<file path="src/rtl/etc_pkg.sv">
package etc_pkg;
  typedef enum logic [1:0] {
    RD_COUNT  = 2'd0,
    RD_SHADOW = 2'd1,
    RD_THRESH = 2'd2,
    RD_FLAGS  = 2'd3
  } rd_sel_e;

  typedef enum logic {
    WR_COUNT  = 1'b0,
    WR_THRESH = 1'b1
  } wr_sel_e;
endpackage

</file>
<file path="src/rtl/etc_sync.sv">
module etc_sync #(
  parameter int STAGES = 2
) (
  input  logic clk_i,
  input  logic rst_ni,
  input  logic async_i,
  output logic level_o,
  output logic fall_o
);
  logic [STAGES-1:0] chain_q;
  logic              prev_q;

  generate
    for (genvar i = 0; i < STAGES; i++) begin : g_stage
      always_ff @(posedge clk_i or negedge rst_ni) begin
        if (!rst_ni)     chain_q[i] <= 1'b0;
        else if (i == 0) chain_q[i] <= async_i;
        else             chain_q[i] <= chain_q[(i == 0) ? 0 : i-1];
      end
    end
  endgenerate

  always_ff @(posedge clk_i or negedge rst_ni) begin
    if (!rst_ni) prev_q <= 1'b0;
    else         prev_q <= chain_q[STAGES-1];
  end

  assign level_o = chain_q[STAGES-1];
  assign fall_o  = prev_q & ~chain_q[STAGES-1];
endmodule

</file>
<file path="src/rtl/etc_host_port.sv">
module etc_host_port
  import etc_pkg::*;
#(
  parameter int W = 32
) (
  input  logic         clk_i,
  input  logic         rst_ni,
  input  logic         evt_lvl_i,
  input  logic         wr_en_i,
  input  logic         wr_sel_i,
  input  logic [W-1:0] wr_data_i,
  input  logic         xact_end_i,
  output logic         cnt_wr_o,
  output logic         thr_wr_o,
  output logic [W-1:0] data_o
);
  logic         stg_vld_q;
  wr_sel_e      stg_sel_q;
  logic [W-1:0] stg_data_q;

  always_ff @(posedge clk_i or negedge rst_ni) begin
    if (!rst_ni) begin
      stg_vld_q  <= 1'b0;
      stg_sel_q  <= WR_COUNT;
      stg_data_q <= '0;
    end else if (wr_en_i) begin
      stg_vld_q  <= 1'b1;
      stg_sel_q  <= wr_sel_e'(wr_sel_i);
      stg_data_q <= wr_data_i;
    end else if (xact_end_i) begin
      stg_vld_q  <= 1'b0;
    end
  end

  // count writes are gated by the event level at commit time
  assign cnt_wr_o = xact_end_i & stg_vld_q & (stg_sel_q == WR_COUNT) & ~evt_lvl_i;
  assign thr_wr_o = xact_end_i & stg_vld_q & (stg_sel_q == WR_THRESH);
  assign data_o   = stg_data_q;
endmodule

</file>
<file path="src/rtl/etc_accum.sv">
module etc_accum #(
  parameter int          W            = 32,
  parameter logic [W-1:0] PERSIST_INIT = '0
) (
  input  logic         clk_i,
  input  logic         rst_ni,
  input  logic         inc_i,
  input  logic         snap_i,
  input  logic         wr_i,
  input  logic [W-1:0] wr_data_i,
  output logic [W-1:0] cnt_o,
  output logic [W-1:0] shadow_o,
  output logic         restore_o
);
  localparam logic [W-1:0] CNT_MAX = '1;

  logic [W-1:0] cnt_q, shadow_q;
  logic         restore_q;

  always_ff @(posedge clk_i or negedge rst_ni) begin
    if (!rst_ni) restore_q <= 1'b1;
    else         restore_q <= 1'b0;
  end

  always_ff @(posedge clk_i or negedge rst_ni) begin
    if (!rst_ni)                     cnt_q <= '0;
    else if (restore_q)              cnt_q <= shadow_q;
    else if (wr_i)                   cnt_q <= wr_data_i;
    else if (inc_i && cnt_q != CNT_MAX) cnt_q <= cnt_q + 1'b1;
  end

  // host write outranks the falling-edge save
  always_ff @(posedge clk_i or negedge rst_ni) begin
    if (!rst_ni)     shadow_q <= PERSIST_INIT;
    else if (wr_i)   shadow_q <= wr_data_i;
    else if (snap_i) shadow_q <= cnt_q;
  end

  assign cnt_o     = cnt_q;
  assign shadow_o  = shadow_q;
  assign restore_o = restore_q;
endmodule

</file>
<file path="src/rtl/etc_alarm.sv">
module etc_alarm #(
  parameter int W = 32
) (
  input  logic         clk_i,
  input  logic         rst_ni,
  input  logic         thr_wr_i,
  input  logic [W-1:0] wr_data_i,
  input  logic [W-1:0] cnt_i,
  output logic [W-1:0] thr_o,
  output logic         alarm_o
);
  logic [W-1:0] thr_q;
  logic         alarm_q;

  always_ff @(posedge clk_i or negedge rst_ni) begin
    if (!rst_ni)       thr_q <= '0;
    else if (thr_wr_i) thr_q <= wr_data_i;
  end

  always_ff @(posedge clk_i or negedge rst_ni) begin
    if (!rst_ni) alarm_q <= 1'b0;
    else         alarm_q <= (thr_q != '0) && (cnt_i >= thr_q);
  end

  assign thr_o   = thr_q;
  assign alarm_o = alarm_q;
endmodule

</file>
<file path="src/rtl/elapsed_timer_top.sv">
module elapsed_timer_top
  import etc_pkg::*;
#(
  parameter int           W            = 32,
  parameter int           SYNC_STAGES  = 2,
  parameter logic [W-1:0] PERSIST_INIT = 32'h0000_0040
) (
  input  logic         clk_i,
  input  logic         rst_ni,
  input  logic         tick_i,
  input  logic         event_i,
  input  logic         wr_en_i,
  input  logic         wr_sel_i,
  input  logic [W-1:0] wr_data_i,
  input  logic         xact_end_i,
  input  logic [1:0]   rd_sel_i,
  output logic [W-1:0] rd_data_o,
  output logic         alarm_o
);
  logic         evt_lvl, evt_fall, cnt_wr, thr_wr, restore;
  logic [W-1:0] wdata, cnt, shadow, thr;

  etc_sync #(.STAGES(SYNC_STAGES)) u_sync (
    .clk_i, .rst_ni, .async_i(event_i), .level_o(evt_lvl), .fall_o(evt_fall)
  );

  etc_host_port #(.W(W)) u_host (
    .clk_i, .rst_ni, .evt_lvl_i(evt_lvl), .wr_en_i, .wr_sel_i, .wr_data_i,
    .xact_end_i, .cnt_wr_o(cnt_wr), .thr_wr_o(thr_wr), .data_o(wdata)
  );

  etc_accum #(.W(W), .PERSIST_INIT(PERSIST_INIT)) u_accum (
    .clk_i, .rst_ni, .inc_i(evt_lvl & tick_i), .snap_i(evt_fall), .wr_i(cnt_wr),
    .wr_data_i(wdata), .cnt_o(cnt), .shadow_o(shadow), .restore_o(restore)
  );

  etc_alarm #(.W(W)) u_alarm (
    .clk_i, .rst_ni, .thr_wr_i(thr_wr), .wr_data_i(wdata), .cnt_i(cnt),
    .thr_o(thr), .alarm_o(alarm_o)
  );

  always_comb begin
    unique case (rd_sel_e'(rd_sel_i))
      RD_COUNT:  rd_data_o = cnt;
      RD_SHADOW: rd_data_o = shadow;
      RD_THRESH: rd_data_o = thr;
      default:   rd_data_o = {{(W-1){1'b0}}, alarm_o};
    endcase
  end
endmodule

</file>
<file path="config.mk">
export PLATFORM = sky130hd
export DESIGN_NAME = elapsed_timer_top
export DESIGN_NICKNAME = d
export VERILOG_FILES = /design/src/rtl/etc_pkg.sv /design/src/rtl/etc_sync.sv /design/src/rtl/etc_host_port.sv /design/src/rtl/etc_accum.sv /design/src/rtl/etc_alarm.sv /design/src/rtl/elapsed_timer_top.sv
export SDC_FILE = /design/constraint.sdc
export NUM_CORES = 1
export LEC_CHECK = 0
export ABC_AREA = 0
export BUFFER_PORTS_ARGS = -buffer_cell sky130_fd_sc_hd__buf_2
export CAP_MARGIN = 30
export CORE_MARGIN = 5
export CORE_UTILIZATION = 50
export DETAILED_ROUTE_END_ITERATION = 10
export GPL_TIMING_DRIVEN = 0
export PLACE_DENSITY_LB_ADDON = 0.25
export RECOVER_POWER = 50
export SYNTH_ARGS = -nofsm -noshare
export SYNTH_HDL_FRONTEND = slang
export SYNTH_SLANG_ARGS = --single-unit
</file>
<file path="constraint.sdc">
create_clock -name clk_i -period 4.3 [get_ports clk_i]
set_input_delay 0.215 -clock clk_i [delete_from_list [all_inputs] [get_ports clk_i]]
set_output_delay 0.215 -clock clk_i [all_outputs]
set_load 0.03 [all_outputs]
</file>
==> Word level (Yosys, flattened, before mapping) <==
Index checks and enable logic that the tools add are counted.
{ "classes": {"bitwise_logic": 8, "n_reduce_logical": 7, "n_addsub": 1, "n_mux": 8, "order_cmp": 1, "n_eq_ne": 3} }
{ "op_table": {"columns": ["cell", "count"], "rows": [
  ["$mux W32", 5],
  ["$pmux W32 S3", 1],
  ["$add A32 B1 Y32 const B", 1],
  ["$ge A32 B32 Y1", 1],
  ["$ne A32 B32 Y1 const B", 1],
  ["$reduce_bool A32 Y1", 1],
  ["$and A1 B1 Y1", 6],
  ["$reduce_bool A2 Y1", 2],
  ["$reduce_bool A3 Y1", 1],
  ["$eq A2 B1 Y1 const B", 1],
  ["$eq A2 B2 Y1 const B", 1],
  ["$logic_and A1 B1 Y1", 2],
  ["$logic_not A2 Y1", 1],
  ["$mux W1", 2],
  ["$not A1 Y1", 2]
]} }
{ "word_totals": {"register_bits": 135} }

==> Longest topological paths before layout <==
{ "logic_depth": {"word_depth": 5, "ltp_mapped": 8, "depth_no_buf": 7} }

==> By module <==
Synthesis repeated with hierarchy kept, for this count alone.
{ "unflattened": {"cells_unflattened": 816, "area_unflattened_um2": 8358.0} }
{ "by_module_without_submodules": {"columns": ["mod", "n_inst", "area_per_inst_um2", "cells_each"], "rows": [
  ["etc_accum", 1, 4037.6, 437],
  ["etc_alarm", 1, 2024.4, 223],
  ["etc_host_port", 1, 1428.9, 76],
  ["elapsed_timer_top", 1, 778.2, 76],
  ["etc_sync", 1, 88.8, 4]
]} }

==> Worst setup path after synthesis <==
No wires, ideal clock.
{ "synth_path": {"path_kind": "reg2reg", "from": "register u_accum.cnt_q[0] (netlist: u_accum.cnt_o[0])", "to": "register u_accum.cnt_q[29] (netlist: u_accum.cnt_o[29])", "stages_incl_launch_ff": 9, "t_arrival_ps": 2071, "synth_period_minus_slack_ps": 2192, "setup_time_ps": 121, "slack_ps": 2108, "cell_sequence": "dfrtp_1 > ha_1 > nand4_1 > nor3_1 > a31o_1 > buf_2 > buf_4 > a22oi_1 > o22a_1"} }
{ "synth_via": {"elab_chain_cells": 4} }
{ "synth_lines": {"columns": ["element", "line", "rtl"], "rows": [
  ["start, declared", "etc_accum.sv:17", "logic [W-1:0] cnt_q, shadow_q;"],
  ["start signal, assigned", "etc_accum.sv:27", "else if (restore_q) cnt_q <= shadow_q;"],
  ["start signal, assigned", "etc_accum.sv:28", "else if (wr_i) cnt_q <= wr_data_i;"],
  ["start signal, assigned", "etc_accum.sv:29", "else if (inc_i && cnt_q != CNT_MAX) cnt_q <= cnt_q + 1'b1;"],
  ["$add A32 B1 Y32", "etc_accum.sv:29", null],
  ["$mux W32", "etc_accum.sv:29", null],
  ["$mux W32", "etc_accum.sv:28", null],
  ["$mux W32", "etc_accum.sv:27", null]
]} }
Several ways; a longest one is shown, not always the timed one. The select of a mux whose other input is x is not followed.
A chain may end at the register's enable or synchronous reset.

==> Worst setup path in the final report <==
{ "layout_path": {"from": "register u_accum.cnt_q[0] (netlist: u_accum.cnt_o[0])", "to": "register u_accum.cnt_q[27] (netlist: u_accum.cnt_o[27])"} }
The elaborated chain is that of the path after synthesis.

==> reports/results.tsv <==
stage	metric	value	unit
outcome	outcome	completed	
drt	Initial DRT Pass Iterations	6	
setup_path	CP top delay family	simple AND/OR/NAND/NOR gates	
global_routing	Tot GR Track Use	30.3	%
final_layout	Nets	1021	
setup_path	Reg2Reg Launch Point	u_accum.cnt_o[0]	
global_routing	first-pass GRT wire length	42000	µm
sta	Clock Skew	10.4	ps
sta	unrepaired setup endpoints after global routing	no	
setup_path	CP Launch Type	flop	
setup_path	WP data required	4560	ps
cts	cts bufs inserted	17	
floorplanning	number of cell rows	46	
setup_path	CP max FO	8	
synth	sequential fraction of the synthesis area	42.3	%
synth	Post-synth top cells	dfrtp_1, nand2_1, mux2_2, nor2_1, o21ai_0	
setup_path	Worst setup EP type	flop	
drt	ANT nets after route	0	
place	Port-buffer cells	71	
sta	pin slew with the least headroom to its limit	1110	ps
setup_path	CP cell instances	ha_1 > nand4_1 > nor3_1 > a31oi_1 > nor2_1 > o32ai_1	
power_and_ir_drop	worst vdd ir	333	µV
synth	Synth cell types	64	
place	dpl hpwl	19200	µm
final_layout	final core utilization	59.1	%
setup_path	critical path's slowest cell	nor2_1	
final_layout	Inserted Diodes	0	
synth	synthesized cell area	0.00800	mm²
synth	Post-synth EDFFs	0	
cts	clk slew on worst S/H paths	60	ps
drt	via density per instance	6.31	
min_path	hold depth	2	
setup_path	crit path buf inv count	0	
drt	initial drt markers	778	
synth	top_reg_cell synth	dfrtp_1	
setup_path	R2R Path End	u_accum.cnt_o[27]	
setup_path	kind of critical path	reg -> reg	
sta	Slew Viols, Final	0	
cts	clock buffer depth	2	
global_routing	initial antenna violation count	0	
synth	post-synth top area cell	dfrtp_1	
power_and_ir_drop	LEAKAGE	4.15	nW
drt	drt drc	0	
drt	overall routed net length	27300	µm
floorplanning	total core area	0.0158	mm²
floorplanning	I/O pin count	74	
floorplanning	die width	137	µm
synth	#FFs+latches synth	135	
final_layout	share of layout cells above drive strength 1	19.9	%
min_path	Hold Crit Endpoint	u_host.data_o[14]	
cts	clk_lat worst skew	430	ps
synth	synth top area cells	dfrtp_1, mux2_2, nand2_1	
floorplanning	Initial Utilization	50.7	%
run	Max-Cap Viols	0	
setup_path	crit path DAT	3700	ps
synth	Yosys top cell area share	41.6	%
sta	Slew Limit Headroom	24.9	%
synth	YS warnings	0	
floorplanning	die area	0.0186	mm²
synth	syn nets	925	
synth	Gate Count Post-Synth	851	
cts	Clock Sinks	135	
cts	post-CTS sizing	0	
sta	Final TNS setup	0	ps
sta	Max Fclk	291	MHz
global_routing	number of global-route vias before repair	7226	
drt	routed len/inst	23.2	µm
setup_path	worst reg2reg setup slack	860	ps
cts	post-CTS setup buffer count	0	
sta	Tcrit/Tclk final	79.9	%
setup_path	Max stage delay on crit path	820	ps
place	Placer Congestion	0.996	
setup_path	reg2reg path depth	6	
final_layout	Area Growth Syn to Fin	16.5	%
min_path	Worst Hold Launch	wr_data_i[14]	
global_routing	grt total ovfl	0	
cts	CTS Hold Bufs	2	
sta	post-route minimum period	3440	ps
power_and_ir_drop	total power per unit cell area	524	mW/mm²
global_routing	largest net degree at the start of global routing	69	
drt	DR vias	7417	
sta	Final Hold Viols	0	
sta	# setup viols final	0	
min_path	HP Class	in -> reg	
cts	total number of H-tree levels	4	
synth	FFs w/ async S/R, synth	100	%
synth	Syn Area/Cell	9.40	µm²
synth	most numerous cell in the Yosys netlist	dfrtp_1	
floorplanning	Die Ht	137	µm
cts	CTS tree	built	
cts	root buf cell	clkbuf_16	
## stage by stage
step                cell area, µm²  setup WS [ps]  cells  total power [W]  hold WS [ps]
floorplan                     8000           2110    851          0.00286         -80.6
global placement              8630           1040   1138          0.00334           324
detailed placement            8690           1010   1140          0.00339           254
CTS                           9300            977   1174          0.00486          12.2
global route                  9330            792   1176          0.00515         0.352
finish                        9330            863   1176          0.00489          14.7
## cells in the final DEF (no fill, tap or decap), types with 14 or more instances in the layout
| cell | n |
|---|---|
| a21oi_1 | 25 |
| a31oi_1 | 42 |
| buf_2 | 78 |
| clkbuf_1 | 45 |
| clkbuf_16 | 17 |
| dfrtp_1 | 133 |
| ha_1 | 33 |
| inv_1 | 37 |
| mux2_2 | 67 |
| mux2i_1 | 33 |
| nand2_1 | 125 |
| nand4_1 | 14 |
| nor2_1 | 49 |
| nor3_1 | 17 |
| o21ai_0 | 48 |
## where the power goes
group          switching [W]  leakage (nW)  total, W  internal (W)
clock               0.000587         0.273   0.00148      0.000898
sequential          0.000407          1.59   0.00196       0.00155
combinational       0.000826          2.29   0.00144      0.000617
## worst register-to-register path: stages, from the launching register on
cell     delay, ps
dfrtp_1        490
ha_1           280
nand4_1        310
nor3_1         730
a31oi_1        420
nor2_1         820
o32ai_1        220
## worst max path at each step
| stage | startpoint | to | cells after the start | slack [ps] |
|---|---|---|---|---|
| 2_1_floorplan | u_accum.cnt_o[0] | u_accum.cnt_o[29] | 8 | 2110 |
| 3_3_place_gp | u_accum.cnt_o[1] | u_accum.cnt_o[27] | 6 | 1040 |
| 3_5_place_dp | u_sync.level_o | u_accum.cnt_o[18] | 6 | 1010 |
| 4_1_cts | u_sync.level_o | u_accum.cnt_o[6] | 6 | 980 |
| 5_1_grt | u_accum.cnt_o[0] | u_accum.cnt_o[27] | 6 | 790 |
| 6_report | u_accum.cnt_o[0] | u_accum.cnt_o[27] | 6 | 860 |
## logic make-up after synthesis
| logic type | share of synthesized area, % |
|---|---|
| mux | 13.8 |
| other cells | 0.0469 |
| compound gates | 16.6 |
| fa+ha+maj | 5.16 |
| flops | 42.3 |
| simple gates | 16.4 |
| buf+inv | 4.77 |
| xor+xnor | 0.985 |
## layout make-up
type	count	area, µm²
buffer	61	243
clock buffer	21	470
clock inverter	11	124
fill	1448	6440
inverter	37	139
multi-input combinational	618	4240
sequential	135	3380
tap	216	270
timing repair buffer	77	459
## sequential cells by signal (all words and copies together) (netlist names)
| signal | flops |
|---|---|
| u_accum.cnt_o | 32 |
| u_accum.shadow_o | 32 |
| u_alarm.thr_o | 32 |
| u_host.data_o | 32 |
| u_accum.restore_o | 1 |
| u_alarm.alarm_o | 1 |
| u_host.stg_sel_q | 1 |
| u_host.stg_vld_q | 1 |
| u_sync.chain_q | 1 |
| u_sync.level_o | 1 |
| u_sync.prev_q | 1 |
## layer usage
layer | global-route usage (%) | wire length (µm)
met1 | 41.1 | 11300
met2 | 46.9 | 12500
met3 | 6.73 | 2520
met4 | 12.7 | 975
met5 | 0 | 0
No activity file was read; power rests on OpenSTA's default activity.
